[src/rtl/xt_dec_pkg.sv]
package xt_dec_pkg;

  localparam int UMB_WINDOWS = 6;

  typedef struct packed {
    logic [UMB_WINDOWS-1:0] umbSram;
    logic                   eFlash;
  } cfg_t;

  typedef struct packed {
    logic rd;
    logic wr;
    logic any;
  } strobe_t;

  typedef enum logic [1:0] {
    RG_BASE    = 2'd0,
    RG_DISPLAY = 2'd1,
    RG_UMB     = 2'd2,
    RG_SYSROM  = 2'd3
  } region_t;

endpackage

[src/rtl/xt_dec_ctrl.sv]
module xt_dec_ctrl
  import xt_dec_pkg::*;
(
  input  logic                   clk,
  input  logic                   rstN,
  input  logic                   latchN,
  input  logic                   memRdN,
  input  logic                   memWrN,
  input  logic [UMB_WINDOWS-1:0] umbSw,
  input  logic                   eFlashSw,
  output cfg_t                   cfgQ,
  output strobe_t                str
);

  logic loadCfg;
  cfg_t cfgNext;

  assign loadCfg         = ~latchN;
  assign cfgNext.umbSram = umbSw;
  assign cfgNext.eFlash  = eFlashSw;

  always_ff @(posedge clk or negedge rstN) begin
    if (!rstN) begin
      cfgQ <= '0;
    end else if (loadCfg) begin
      cfgQ <= cfgNext;
    end
  end

  always_comb begin
    str.rd  = ~memRdN;
    str.wr  = ~memWrN;
    str.any = str.rd | str.wr;
  end

  // configuration only moves on a latch-low edge
  a_r9_hold_while_latched: assert property (@(posedge clk) disable iff (!rstN)
    (latchN && rstN) |=> $stable(cfgQ));

  a_r9_capture_on_latch: assert property (@(posedge clk) disable iff (!rstN)
    (!latchN && rstN) |=> (cfgQ == {$past(umbSw), $past(eFlashSw)}));

endmodule

[src/rtl/xt_dec_path.sv]
module xt_dec_path
  import xt_dec_pkg::*;
#(
  parameter int ADDR_W       = 20,
  parameter int WIN_BITS     = 15,
  parameter int SEG_BITS     = 16,
  parameter int BASE_WINS    = 20,
  parameter int UMB_FIRST    = 24,
  parameter int ROM_FLIP_BIT = 16
) (
  input  logic              clk,
  input  logic              rstN,
  input  logic [ADDR_W-1:0] addr,
  input  cfg_t              cfg,
  input  strobe_t           str,
  output logic              sramCsN,
  output logic              flashCsN,
  output logic              flashA16,
  output logic              offBoard
);

  localparam int WIN_IDX_W  = ADDR_W - WIN_BITS;
  localparam int SEG_WINS   = 1 << (SEG_BITS - WIN_BITS);
  localparam int ROM_FIRST  = UMB_FIRST + UMB_WINDOWS;
  localparam int ESEG_FIRST = ROM_FIRST - SEG_WINS;
  localparam int SEG_W      = ADDR_W - SEG_BITS;

  logic [WIN_IDX_W-1:0]   winIdx;
  logic [UMB_WINDOWS-1:0] umbHit;
  logic [UMB_WINDOWS-1:0] eOverride;
  region_t                region;
  logic                   eSegHit;
  logic                   sramHit;
  logic                   flashHit;

  assign winIdx = addr[ADDR_W-1:WIN_BITS];

  always_comb begin
    if (winIdx < WIN_IDX_W'(BASE_WINS))       region = RG_BASE;
    else if (winIdx < WIN_IDX_W'(UMB_FIRST))  region = RG_DISPLAY;
    else if (winIdx < WIN_IDX_W'(ROM_FIRST))  region = RG_UMB;
    else                                      region = RG_SYSROM;
  end

  assign eSegHit = (winIdx >= WIN_IDX_W'(ESEG_FIRST)) && (winIdx < WIN_IDX_W'(ROM_FIRST));

  genvar gi;
  generate
    for (gi = 0; gi < UMB_WINDOWS; gi++) begin : g_win
      assign umbHit[gi] = (winIdx == WIN_IDX_W'(UMB_FIRST + gi));
      if (UMB_FIRST + gi >= ESEG_FIRST) begin : g_eseg
        assign eOverride[gi] = cfg.eFlash;
      end else begin : g_plain
        assign eOverride[gi] = 1'b0;
      end
    end
  endgenerate

  always_comb begin
    sramHit  = 1'b0;
    flashHit = 1'b0;
    unique case (region)
      RG_BASE:    sramHit  = 1'b1;
      RG_DISPLAY: sramHit  = 1'b0;
      RG_UMB: begin
        sramHit  = |(umbHit & cfg.umbSram & ~eOverride);
        flashHit = cfg.eFlash & eSegHit;
      end
      RG_SYSROM:  flashHit = 1'b1;
      default:    sramHit  = 1'b0;
    endcase
  end

  assign sramCsN  = ~(sramHit & str.any);
  assign flashCsN = ~(flashHit & str.any);
  assign offBoard = str.any & ~sramHit & ~flashHit;
  assign flashA16 = ~addr[ROM_FLIP_BIT];

  // on-board selects are mutually exclusive
  a_r7_single_select: assert property (@(posedge clk) disable iff (!rstN)
    !(!sramCsN && !flashCsN));

  // system ROM segment always reaches the flash
  a_r4_sysrom_flash: assert property (@(posedge clk) disable iff (!rstN)
    (str.any && (addr[ADDR_W-1 -: SEG_W] == '1)) |-> (!flashCsN && sramCsN));

  // display area goes to the expansion bus
  a_r2_display_offboard: assert property (@(posedge clk) disable iff (!rstN)
    (str.any && (addr[ADDR_W-1 -: 3] == 3'b101)) |-> (offBoard && sramCsN && flashCsN));

  // enabled E-segment flash wins over SRAM windows
  a_r5_eseg_flash: assert property (@(posedge clk) disable iff (!rstN)
    (str.any && cfg.eFlash && (addr[ADDR_W-1 -: SEG_W] == 4'hE)) |-> (!flashCsN && sramCsN));

  // reset fetch lands in the lower ROM half
  a_r6_reset_fetch: assert property (@(posedge clk) disable iff (!rstN)
    (addr == ADDR_W'(20'hFFFF0)) |-> !flashA16);

endmodule

[src/rtl/xt_mem_decode.sv]
module xt_mem_decode
  import xt_dec_pkg::*;
#(
  parameter int ADDR_W  = 20,
  parameter bit REG_OUT = 1'b0
) (
  input  logic                   clk,
  input  logic                   rstN,
  input  logic                   latchN,
  input  logic [ADDR_W-1:0]      addr,
  input  logic                   memRdN,
  input  logic                   memWrN,
  input  logic [UMB_WINDOWS-1:0] umbSw,
  input  logic                   eFlashSw,
  output logic                   sramCsN,
  output logic                   flashCsN,
  output logic                   flashA16,
  output logic                   offBoard
);

  cfg_t    cfgQ;
  strobe_t str;
  logic    sramCsNComb;
  logic    flashCsNComb;
  logic    flashA16Comb;
  logic    offBoardComb;

  xt_dec_ctrl ctrl_i (
    .clk     (clk),
    .rstN    (rstN),
    .latchN  (latchN),
    .memRdN  (memRdN),
    .memWrN  (memWrN),
    .umbSw   (umbSw),
    .eFlashSw(eFlashSw),
    .cfgQ    (cfgQ),
    .str     (str)
  );

  xt_dec_path #(.ADDR_W(ADDR_W)) path_i (
    .clk     (clk),
    .rstN    (rstN),
    .addr    (addr),
    .cfg     (cfgQ),
    .str     (str),
    .sramCsN (sramCsNComb),
    .flashCsN(flashCsNComb),
    .flashA16(flashA16Comb),
    .offBoard(offBoardComb)
  );

  generate
    if (REG_OUT) begin : g_reg_out
      always_ff @(posedge clk or negedge rstN) begin
        if (!rstN) begin
          sramCsN  <= 1'b1;
          flashCsN <= 1'b1;
          flashA16 <= 1'b1;
          offBoard <= 1'b0;
        end else begin
          sramCsN  <= sramCsNComb;
          flashCsN <= flashCsNComb;
          flashA16 <= flashA16Comb;
          offBoard <= offBoardComb;
        end
      end
    end else begin : g_comb_out
      assign sramCsN  = sramCsNComb;
      assign flashCsN = flashCsNComb;
      assign flashA16 = flashA16Comb;
      assign offBoard = offBoardComb;

      // idle strobes leave every select released
      a_r7_idle_quiet: assert property (@(posedge clk) disable iff (!rstN)
        (memRdN && memWrN) |-> (sramCsN && flashCsN && !offBoard));
    end
  endgenerate

endmodule

[config.mk]
export PLATFORM = sky130hd
export DESIGN_NAME = xt_mem_decode
export DESIGN_NICKNAME = d
export VERILOG_FILES = /design/src/rtl/xt_dec_pkg.sv /design/src/rtl/xt_dec_ctrl.sv /design/src/rtl/xt_dec_path.sv /design/src/rtl/xt_mem_decode.sv
export SDC_FILE = /design/constraint.sdc
export NUM_CORES = 1
export LEC_CHECK = 0
export BUFFER_PORTS_ARGS = -buffer_cell sky130_fd_sc_hd__buf_2
export CELL_PAD_IN_SITES_DETAIL_PLACEMENT = 1
export CELL_PAD_IN_SITES_GLOBAL_PLACEMENT = 2
export CORE_MARGIN = 4
export CORE_UTILIZATION = 16
export DETAILED_ROUTE_END_ITERATION = 8
export PLACE_DENSITY_LB_ADDON = 0.1
export SYNTH_ARGS = -nofsm -noshare
export SYNTH_HDL_FRONTEND = slang
export SYNTH_SLANG_ARGS = --single-unit
[constraint.sdc]
create_clock -name clk -period 1.15 [get_ports clk]
set_input_delay 0.0575 -clock clk [delete_from_list [all_inputs] [get_ports clk]]
set_output_delay 0.0575 -clock clk [all_outputs]
set_load 0.02 [all_outputs]
* After elaboration in Yosys (flattened, before gate mapping)
Cells that the tools add are included.
** Word-level totals
- Register bits :: 7
- Latch bits :: 0
- Memory bits (writable) :: 0
- ROM bits :: 0
- Input port bits :: 32
- Logic and storage cells :: 38
- Memories :: 0
** Operators by class
- $add $sub $neg :: 0
- $mul :: 0
- Div/mod/pow operators :: 0
- Order comparisons :: 4
- Eq/ne operators :: 8
- Shift operators :: 0
- Multiplexer cells :: 5
- Bitwise gates (word level) :: 16
- Reduce and logical (&&, ||, !) cells :: 3
** Operators by type and width (number)
- $eq 5x5->1 const B :: 6
- $lt 5x5->1 const B :: 3
- $and 6x6->6 :: 2
- $not 1->1 :: 7
- $not 6->6 :: 1
- $reduce_or 6->1 :: 1
- $and 1x1->1 :: 5
- $ge 5x5->1 const B :: 1
- $eq 2x2->1 const B :: 2
- $mux 2 :: 2
- $pmux 1 s2 :: 2
- $logic_not 2->1 :: 1
- $logic_and 1x1->1 :: 1
- $mux 1 :: 1
- $or 1x1->1 :: 1

* Logic depth before layout (Yosys ltp)
Gate-level depths: netlist of the first run.
- Word-level depth :: 9
- Gate-level depth with buffers :: 3

* Cells and area by module
A second synthesis of the first run with hierarchy kept.
** Unflattened totals
- Cells, all modules :: 36
- Area, all modules :: 432.9 um^2
** By module, submodules not included
- xt_dec_ctrl :: instances 1, cells each 18, area an instance 302.8 um^2, seq. area each 175.2 um^2
- xt_dec_path :: instances 1, cells each 18, area an instance 130.1 um^2, seq. area each 0.0 um^2

* Worst setup path before layout of the first run
No wires, ideal clock.
- Path kind :: register to output
- From :: register, netlist name ctrl_i.cfgQ[5]
- To :: output sramCsN
- Data arrival time :: 1.440 ns
- Required time :: 1.092 ns
- Slack :: -0.347 ns
- Cell stages (with the launch flop) :: 4
- Path through :: dfrtp_1 -> mux2_4 -> a41o_1 -> o31ai_1
** Between the ends
- Word-level cells in the longest chain between the ends :: 6
** RTL lines
- $and 6x6->6 (2 in series) :: RTL line xt_dec_path.sv:66 : sramHit = |(umbHit & cfg.umbSram & ~eOverride);
- $reduce_or 6->1 :: RTL line xt_dec_path.sv:66
- $pmux 1 s2 :: RTL line xt_dec_path.sv:62 : unique case (region)
- $and 1x1->1 :: RTL line xt_dec_path.sv:74 : assign sramCsN = ~(sramHit & str.any);
- $not 1->1 :: RTL line xt_dec_path.sv:74
- end: declaration :: RTL line xt_mem_decode.sv:15 : output logic sramCsN,
Every way passes these cells.

* Final worst setup path of the first run
- From :: register, netlist name ctrl_i.cfgQ[5]
- To :: output sramCsN
** Between the ends
- Word-level cells in the longest chain between the ends :: 6
** RTL lines (RTL line)
- $and 6x6->6 (2 in series) :: xt_dec_path.sv:66
- $reduce_or 6->1 :: xt_dec_path.sv:66
- $pmux 1 s2 :: xt_dec_path.sv:62
- $and 1x1->1 :: xt_dec_path.sv:74
- $not 1->1 :: xt_dec_path.sv:74
Every way passes these cells.

==> run summary, run 1 <==
Status: finished with violations
Failing checks: setup timing
Post-CTS Setup Inserts: 0
DIE AREA: 3190 µm²
Gr usage total: 7.67%
Longest Clk Path Bufs: 2
Cell Pwr Density: 1080 nW/µm²
Hold Slack: 0.0184 ns
CTS buffer count: 3
CTS tree: yes
Iter 0 DRT Violations: 2
Worst setup margin: -0.364 ns
Largest net degree at the start of global routing: 8
Gpl congestion: 0.614
Crit-path max cell delay: 0.37 ns
Setup violations, final: 3
DR vias/cell: 4.31
First-pass GRT wire length: 1.82 mm
Critical path capture point type: output port
Vias in the first global route: 402
Worst r2r src: ctrl_i.cfgQ[4]
Top Ports: 36
Register area: 175 µm²
Hold path start: umbSw[2]
Fin. Hold Viols: 0
Design Power: 0.675 mW
Pre-CTS setup slack: -0.193 ns
Synth Net Count: 64
Initial antenna violation count: 0
Largest register FFs: 7
Crit-path max FO: 2
Pins Over Slew Limit: 0
CP max-delay cell: dfrtp_1
Final net count: 91
Grt ovf: 0
Crit path kind: flip-flop to output port
Initial Utilization: 16.9%
Die width: 56.5 µm
# fillers: 266
CP cell instances: mux2_4 -> a41o_4 -> o31ai_4 -> buf_6
Drt drc: 0
Final Critical Period: 1.51 ns
Critical Path RT: 1.09 ns
RSZ-0062 raised after global routing: true
CP Buf/Inv Count: 1
Share of layout cells above drive strength 1: 60.3%
Worst clock skew: 0 ns
Multi-input gate area: 243 µm²
Seq/Total Area, Yosys: 46.5%
# Max-Cap Violations: 0
CTS H-tree depth: 1
Core Box Area: 2230 µm²
Static leakage: 0.275 nW
Synth Cell Area: 377 µm²
Cell Area, Placed: 548 µm²
Top Registers: ctrl_i.cfgQ x7
Final WL: 1.09 mm
Hold Crit Class: input pin to flip-flop
Standard-cell rows: 17
Yosys reg bits: 7
Peak supply drop: 0.418 mV
Yosys cell types: 18
Fmax: 661 MHz
Num Clock Sinks: 7
Area Growth Syn to Fin: 66.4%
Post-DRT Antenna Nets: 0
Period utilisation layout: 132%
Synth Warn #: 0
Avg Inst Size Synth: 11.8 µm²
Clk root buf: clkbuf_4
Clk pin slew, worst setup/hold paths: 0.05 ns
DP HPWL: 967 µm
Vert. Die Dim: 56.5 µm
CP startpoint kind: flip-flop
Diodes inserted: 0
Slew at the pin closest to its max-slew limit: 0.215 ns
Crit path launch: ctrl_i.cfgQ[5]
Avg WL per Cell: 12.7 µm
Rel. slew slack: 85.4%
Port buffer count: 20
CP arrival: 1.46 ns
Biggest register: ctrl_i.cfgQ
Via count: 371
Family with the most delay on the worst path: compound AO/OA/AOI/OAI gates
Synth Instances: 32
Router iterations before antenna repair: 4
Clock Latency Late Sink: 0.25 ns
Post-route cell area: 627 µm²
-- timing repair --
item | in CTS | in global routing
pin swaps | 1 | 0
gates cloned | 0 | 0
endpoints found under the setup margin | 3 | 3
endpoints found under the hold margin | 7 | 0
hold buffers | 1 | 0
resized for setup | 9 | 1
-- per-stage QoR --
step	setup TNS, ns	instances	util, %
3_3_place_gp	-0.210	81	24.5
3_5_place_dp	-0.278	81	24.5
5_1_grt	-0.946	86	28.1
2_1_floorplan	-0.0749	32	-
6_report	-0.782	86	28.1
4_1_cts	-0.848	86	27.8
-- report_power, final --
part	switching [mW]	internal, mW
combinational	0.0755	0.0895
sequential	0.0162	0.272
clock	0.0902	0.132
-- cells in the mapped netlist (all sizes together) --
master	count	area, µm²
nand3	1	5.00
nor2	2	7.51
o31ai	1	7.51
mux2	8	93.8
o21ai	1	5.00
clkbuf	1	3.75
a211oi	1	7.51
dfrtp	7	175
o221ai	1	8.76
nand4b	2	17.5
or3b	1	8.76
nand2	2	7.51
inv	1	3.75
mux2i	1	10.0
a41o	1	10.0
nor3	1	5.00
-- layer usage --
| layer | vias up | routed length (µm) | global-route usage [%] |
|---|---|---|---|
| li1 | 174 | - | - |
| met1 | 180 | 386 | 7.23 |
| met2 | 15 | 601 | 13.2 |
| met3 | 2 | 84 | 2.76 |
| met4 | 0 | 17 | 6.10 |
| met5 | - | 0 | 0 |
-- final cells by class --
type | instances | area share [%]
Multi-Input combinational cell | 23 | 38.7
Sequential cell | 7 | 27.9
Timing Repair Buffer | 23 | 23.0
Tap cell | 28 | 5.59
Clock buffer | 4 | 4.19
Inverter | 1 | 0.599
-- cell families after synthesis --
| logic type | after synthesis | synth area share (%) |
|---|---|---|
| AND/OR/NAND/NOR | 9 | 13.6 |
| AO/OA/AOI/OAI | 5 | 10.3 |
| multiplexers | 9 | 27.6 |
| flip-flops | 7 | 46.5 |
| buffers and inverters | 2 | 1.99 |
-- placed cells by master, fill, tap and decap left out --
cell type,instances
buf_2,17
a211oi_1,1
mux2i_2,1
clkbuf_4,3
o31ai_4,1
or3b_1,1
mux2_4,1
buf_4,2
nor3_4,1
a41o_4,1
clkbuf_1,1
o21ai_0,1
dfrtp_1,7
mux2_2,3
mux2_1,4
o221ai_2,1
buf_6,3
dlygate4sd3_1,1
nand2_1,2
inv_1,1
nor2_1,1
nor2_2,1
nand4b_1,2
nand3_1,1
-- final timing paths --
path	to	cells after the start	slack, ns
worst max-delay path	sramCsN	4	-0.36
worst min-delay path	ctrl_i.cfgQ[3]	2	0.02
worst max register to register	ctrl_i.cfgQ[4]	1	0.33
worst min register to register	ctrl_i.cfgQ[1]	1	0.50
max in group asynchronous	ctrl_i.cfgQ[2]	2	0.84
min in group asynchronous	ctrl_i.cfgQ[3]	2	0.15
Note: power is estimated with default switching activity, not from simulation.
==> run 2, diff against run 1 <==
- ABC_AREA: unset -> 1
==> run 2 against run 1 <==
The run still ends with setup timing left. Power shrank 0.75%. Sequential share of layout area is 1.1 points lower. First-iteration DRC count grew 100%. Synthesized cell count rose by 88%. Wire length grew 13%. Maximum frequency increased by 13%. Largest power group unchanged.
==> run summary, run 2 <==
Status: finished with violations
Failing checks: setup timing
Final net count: 118
Placed Cells incl. Taps: 109
Fin. Hold Viols: 0
Most common cell after layout, fill and taps aside: buf_2
# fillers: 332
Synth Net Count: 92
Crit-path max FO: 2
Crit path kind: flip-flop to output port
Vias in the first global route: 501
Vert. Die Dim: 60.9 µm
RSZ-0062 raised after global routing: true
Die width: 60.9 µm
Critical path capture point type: output port
Pre-CTS setup slack: 0.0207 ns
Pins Over Slew Limit: 0
CTS buffer count: 3
Rel. slew slack: 87.7%
Synth Warn #: 0
Setup violations, final: 2
Gpl congestion: 0.663
Cell Pwr Density: 1030 nW/µm²
Period utilisation layout: 117%
Fmax: 743 MHz
Yosys reg bits: 7
# Max-Cap Violations: 0
Num Clock Sinks: 7
Biggest register: ctrl_i.cfgQ
Router iterations before antenna repair: 2
Largest net degree at the start of global routing: 10
Avg Inst Size Synth: 7.47 µm²
Top Registers: ctrl_i.cfgQ x7
Drt drc: 0
Number of enable flip-flop cells after synthesis: 0
Synth cell count leaders: nand2_1, inv_1, nor2_1, dfrtp_1, mux2_2
Cell with the most instances after synthesis: nand2_1
Share of layout cells above drive strength 1: 45.9%
Worst clock skew: 0 ns
Top Ports: 36
Peak supply drop: 0.414 mV
CTS H-tree depth: 1
Area Growth Syn to Fin: 45.5%
DIE AREA: 3710 µm²
Final WL: 1.24 mm
Register area: 175 µm²
CP startpoint kind: flip-flop
Static leakage: 0.354 nW
Initial antenna violation count: 0
Iter 0 DRT Violations: 4
Initial Utilization: 17.4%
Clk pin slew, worst setup/hold paths: 0.05 ns
Post-DRT Antenna Nets: 0
First-pass GRT wire length: 2.03 mm
Worst setup margin: -0.195 ns
Reg2Reg Setup Slack: 0.38 ns
Final Util: 25.4%
Asr flop ratio synth: 100%
Seq/Total Area, Yosys: 39.1%
Standard-cell rows: 18
DP HPWL: 1.05 mm
DR vias/cell: 3.97
Hold Crit Class: input pin to flip-flop
Layout Cells excl Fill: 115
Diodes inserted: 0
Via count: 456
Synth area leader: dfrtp_1
Gr usage total: 7.74%
CP arrival: 1.29 ns
Yosys cell types: 16
Hold Slack: 0.0333 ns
Clk root buf: clkbuf_4
Final Critical Period: 1.35 ns
Ys flop type: dfrtp_1
Grt ovf: 0
CTS tree: yes
Critical Path RT: 1.09 ns
Synth Cell Area: 448 µm²
Yosys top cell area share: 39.1%
Avg WL per Cell: 10.7 µm
Core Box Area: 2570 µm²
Synth Instances: 60
Multi-input gate area: 239 µm²
Largest register FFs: 7
Most frequent cells in the layout: buf_2, nand2_1, nor2_1
Top cells by area, synth: dfrtp_1, mux2_2, nand2_1
Clock Latency Late Sink: 0.25 ns
Slew at the pin closest to its max-slew limit: 0.184 ns
Longest Clk Path Bufs: 2
Port buffer count: 20
## run 2: critical path: stages (launching register included)
cell and delay, ns:
dfrtp_1 0.37, inv_2 0.06, nor2_1 0.04, nand3_1 0.09, o21ai_2 0.06, nor2_2 0.10
nand3_2 0.09, nor2_2 0.11, buf_6 0.12
## run 2: final timing paths
path                                startpoint              to  depth (start not counted)
max in group asynchronous                 rstN  ctrl_i.cfgQ[0]                          2
worst min register to register  ctrl_i.cfgQ[6]  ctrl_i.cfgQ[6]                          1
worst max register to register  ctrl_i.cfgQ[3]  ctrl_i.cfgQ[3]                          1
worst max-delay path            ctrl_i.cfgQ[2]        offBoard                          8
worst min-delay path                  umbSw[5]  ctrl_i.cfgQ[6]                          2
min in group asynchronous                 rstN  ctrl_i.cfgQ[4]                          2
## run 2: kinds of logic after synthesis
logic type	after synthesis	synth area share, %
and+or+nand+nor	32	31.8
buffers and inverters	11	9.49
DFF	7	39.1
AOI/OAI and AO/OA	5	6.98
muxes	5	12.6
## run 2: repair_timing
action	4_1_cts	5_1_grt
hold buffers	1	0
endpoints found under the hold margin	7	0
setup endpoints to repair	3	3
pin swaps	2	1
resized for setup	7	4
setup buffers	1	0
## run 2: power by group
group	switching (mW)	internal, mW
sequential	0.0131	0.271
combinational	0.0832	0.0773
clock	0.0935	0.133
## run 2: area by class of cell
cell class	count	area share (%)
flip-flops and latches	7	26.9
inverters	10	5.76
repair buffers	22	20.9
multi-input cells	42	36.7
well taps	30	5.76
clock buffers	4	4.03
## run 2: through the flow
step	total power [mW]	TNS [ns]	area (µm²)
after floorplan	0.364	0	448
after global placement	0.428	0	581
after detailed placement	0.430	0	581
after CTS	0.685	-0.412	639
after global routing	0.729	-0.613	652
final	0.670	-0.355	652
## run 2: per-layer routing
layer,wire (µm),track usage (%)
met1,577,9.71
met4,40,6.50
met3,69,2.13
met2,549,10.8
met5,0,0
==> run 3, diff against run 2 <==
- CORE_MARGIN: 4 -> unset
- RECOVER_POWER: unset -> 100
==> run 3 against run 2 <==
Hold slack gained 0.0048 ns. Maximum frequency up 1.5%. Count of clock-buffer cells in the layout stayed put. Design area decreased by 1.3%. Clock power fell by 3%. Setup slack gained 0.019 ns. The run still ends with setup timing left. Final cell count unchanged. Power fell by 1.4%. Sequential cell count unchanged. Critical path type unchanged. Global-route usage is 1.9 points higher. Clock skew is the same. Sequential share of layout area increased by 0.37 points.
==> run summary, run 3 (synthesis results as in run 2) <==
Critical path capture point type: output port
Reg2Reg Setup Slack: 0.40 ns
Most common cell after layout, fill and taps aside: buf_2
First-pass GRT wire length: 1.93 mm
Critical Path RT: 1.09 ns
Final net count: 118
Pre-CTS setup slack: 0.0181 ns
Setup violations, final: 2
Initial Utilization: 17.4%
Die width: 54.9 µm
Longest Clk Path Bufs: 2
Biggest register: ctrl_i.cfgQ
Top Ports: 36
Core Box Area: 2570 µm²
CTS buffer count: 3
Iter 0 DRT Violations: 4
Area Growth Syn to Fin: 43.6%
Final Util: 25.0%
Vias in the first global route: 481
DIE AREA: 3020 µm²
Final WL: 1.17 mm
Num Clock Sinks: 7
Static leakage: 0.346 nW
CTS H-tree depth: 1
Standard-cell rows: 18
Avg WL per Cell: 10.2 µm
Clock power frac: 33.3%
Stages on the worst setup path: 8
CP cell instances: inv_2 -> nor2_2 -> nand3_1 -> o21ai_2 -> nor2_2 -> nand3_2 -> nor2_2 -> buf_6
Router iterations before antenna repair: 2
# Max-Cap Violations: 0
DR vias/cell: 3.98
Post-DRT Antenna Nets: 0
Gpl congestion: 0.709
Design Power: 0.661 mW
Crit path launch: ctrl_i.cfgQ[2]
Fin. Hold Viols: 0
Pins Over Slew Limit: 0
Crit-path max FO: 2
Final Critical Period: 1.33 ns
RSZ-0062 raised after global routing: true
Crit-path max cell delay: 0.37 ns
Worst Reg-to-Reg Cells: 1
Logic pwr share: 23.8%
CP arrival: 1.27 ns
CP startpoint kind: flip-flop
Drt drc: 0
Switching share of total power: 27.7%
Family with the most delay on the worst path: simple AND/OR/NAND/NOR gates
Reg-to-reg endpoint: ctrl_i.cfgQ[5]
Share of layout cells above drive strength 1: 42.4%
Vert. Die Dim: 54.9 µm
Period utilisation layout: 115%
Worst Setup EP: offBoard
Total negative setup slack: -0.320 ns
Top Registers: ctrl_i.cfgQ x7
CP Buf/Inv Count: 2
Via count: 458
Grt ovf: 0
Clock Latency Late Sink: 0.25 ns
Gr usage total: 9.61%
Worst r2r src: ctrl_i.cfgQ[5]
Worst setup margin: -0.176 ns
CTS tree: yes
Slew at the pin closest to its max-slew limit: 0.394 ns
Diodes inserted: 0
Fmax: 754 MHz
CP max-delay cell: dfrtp_1
Port buffer count: 20
Hold Crit Class: input pin to flip-flop
Crit path kind: flip-flop to output port
Crit path top cell by count: nor2_2
Most frequent cells in the layout: buf_2, nand2_1, inv_1, nor2_1, dfrtp_1
Rel. slew slack: 73.7%
Peak supply drop: 0.500 mV
Worst clock skew: 0 ns
Initial antenna violation count: 0
Clk root buf: clkbuf_4
Seq pwr share: 42.8%
DP HPWL: 981 µm
# fillers: 323
Clk pin slew, worst setup/hold paths: 0.05 ns
Largest net degree at the start of global routing: 10
Failing checks: setup timing
Status: finished with violations
Int Pwr: 0.478 mW
Cell Pwr Density: 1030 nW/µm²
Largest register FFs: 7
Switching power: 0.183 mW
## run 3: cell types whose count changed in the layout (fill, tap and decap cells not counted), sizes merged
cell	change
clkbuf	+2
buf	-2
## run 3: worst min path at each step
| stage | from | to | cells after the start |
|---|---|---|---|
| global placement | rstN | ctrl_i.cfgQ[3] | 1 |
| finish | umbSw[5] | ctrl_i.cfgQ[6] | 2 |
| CTS | umbSw[0] | ctrl_i.cfgQ[1] | 2 |
| detailed placement | rstN | ctrl_i.cfgQ[4] | 1 |
| global route | umbSw[2] | ctrl_i.cfgQ[3] | 2 |
| floorplan | rstN | ctrl_i.cfgQ[0] | 0 |
## run 3: per-layer routing
metal | track usage, % | vias up | part of all wire, %
met3 | 2.46 | 2 | 4.9
met1 | 11.9 | 203 | 49
met2 | 14.1 | 12 | 45
met5 | 0 | - | 0
li1 | - | 241 | -
met4 | 7.50 | 0 | 1.6
## run 3: per-stage QoR
step	hold WS [ns]	std cells	area [µm²]
after floorplan	-0.238	60	448
after global placement	-0.0978	109	581
after detailed placement	-0.0969	109	581
after CTS	0.0304	115	637
after global routing	0.0326	115	643
final	0.0381	115	643
## run 3: cell type report
cell class	instances	area, µm²	share of cell area [%]
multi-input combinational	42	236	36.8
clock buffer	4	26.3	4.09
inverter	10	37.5	5.84
sequential	7	175	27.2
tap	30	37.5	5.84
timing repair buffer	22	130	20.2
## run 3: power by group through the flow
stage                     registers, mW  logic [mW]  clock network [mW]
after global placement            0.287       0.141                   0
after global routing              0.288       0.179               0.251
after detailed placement          0.287       0.142                   0
after CTS                         0.284       0.160               0.234
final                             0.283       0.157               0.220
after floorplan                   0.282      0.0819                   0
## run 3: what timing repair did
action / in CTS / in global routing
pin swaps: 3 / 1
buffers inserted: 1 / 0
setup endpoints to repair: 3 / 3
resized for setup: 6 / 3
hold buffers: 1 / 0
hold endpoints to repair: 7 / 0
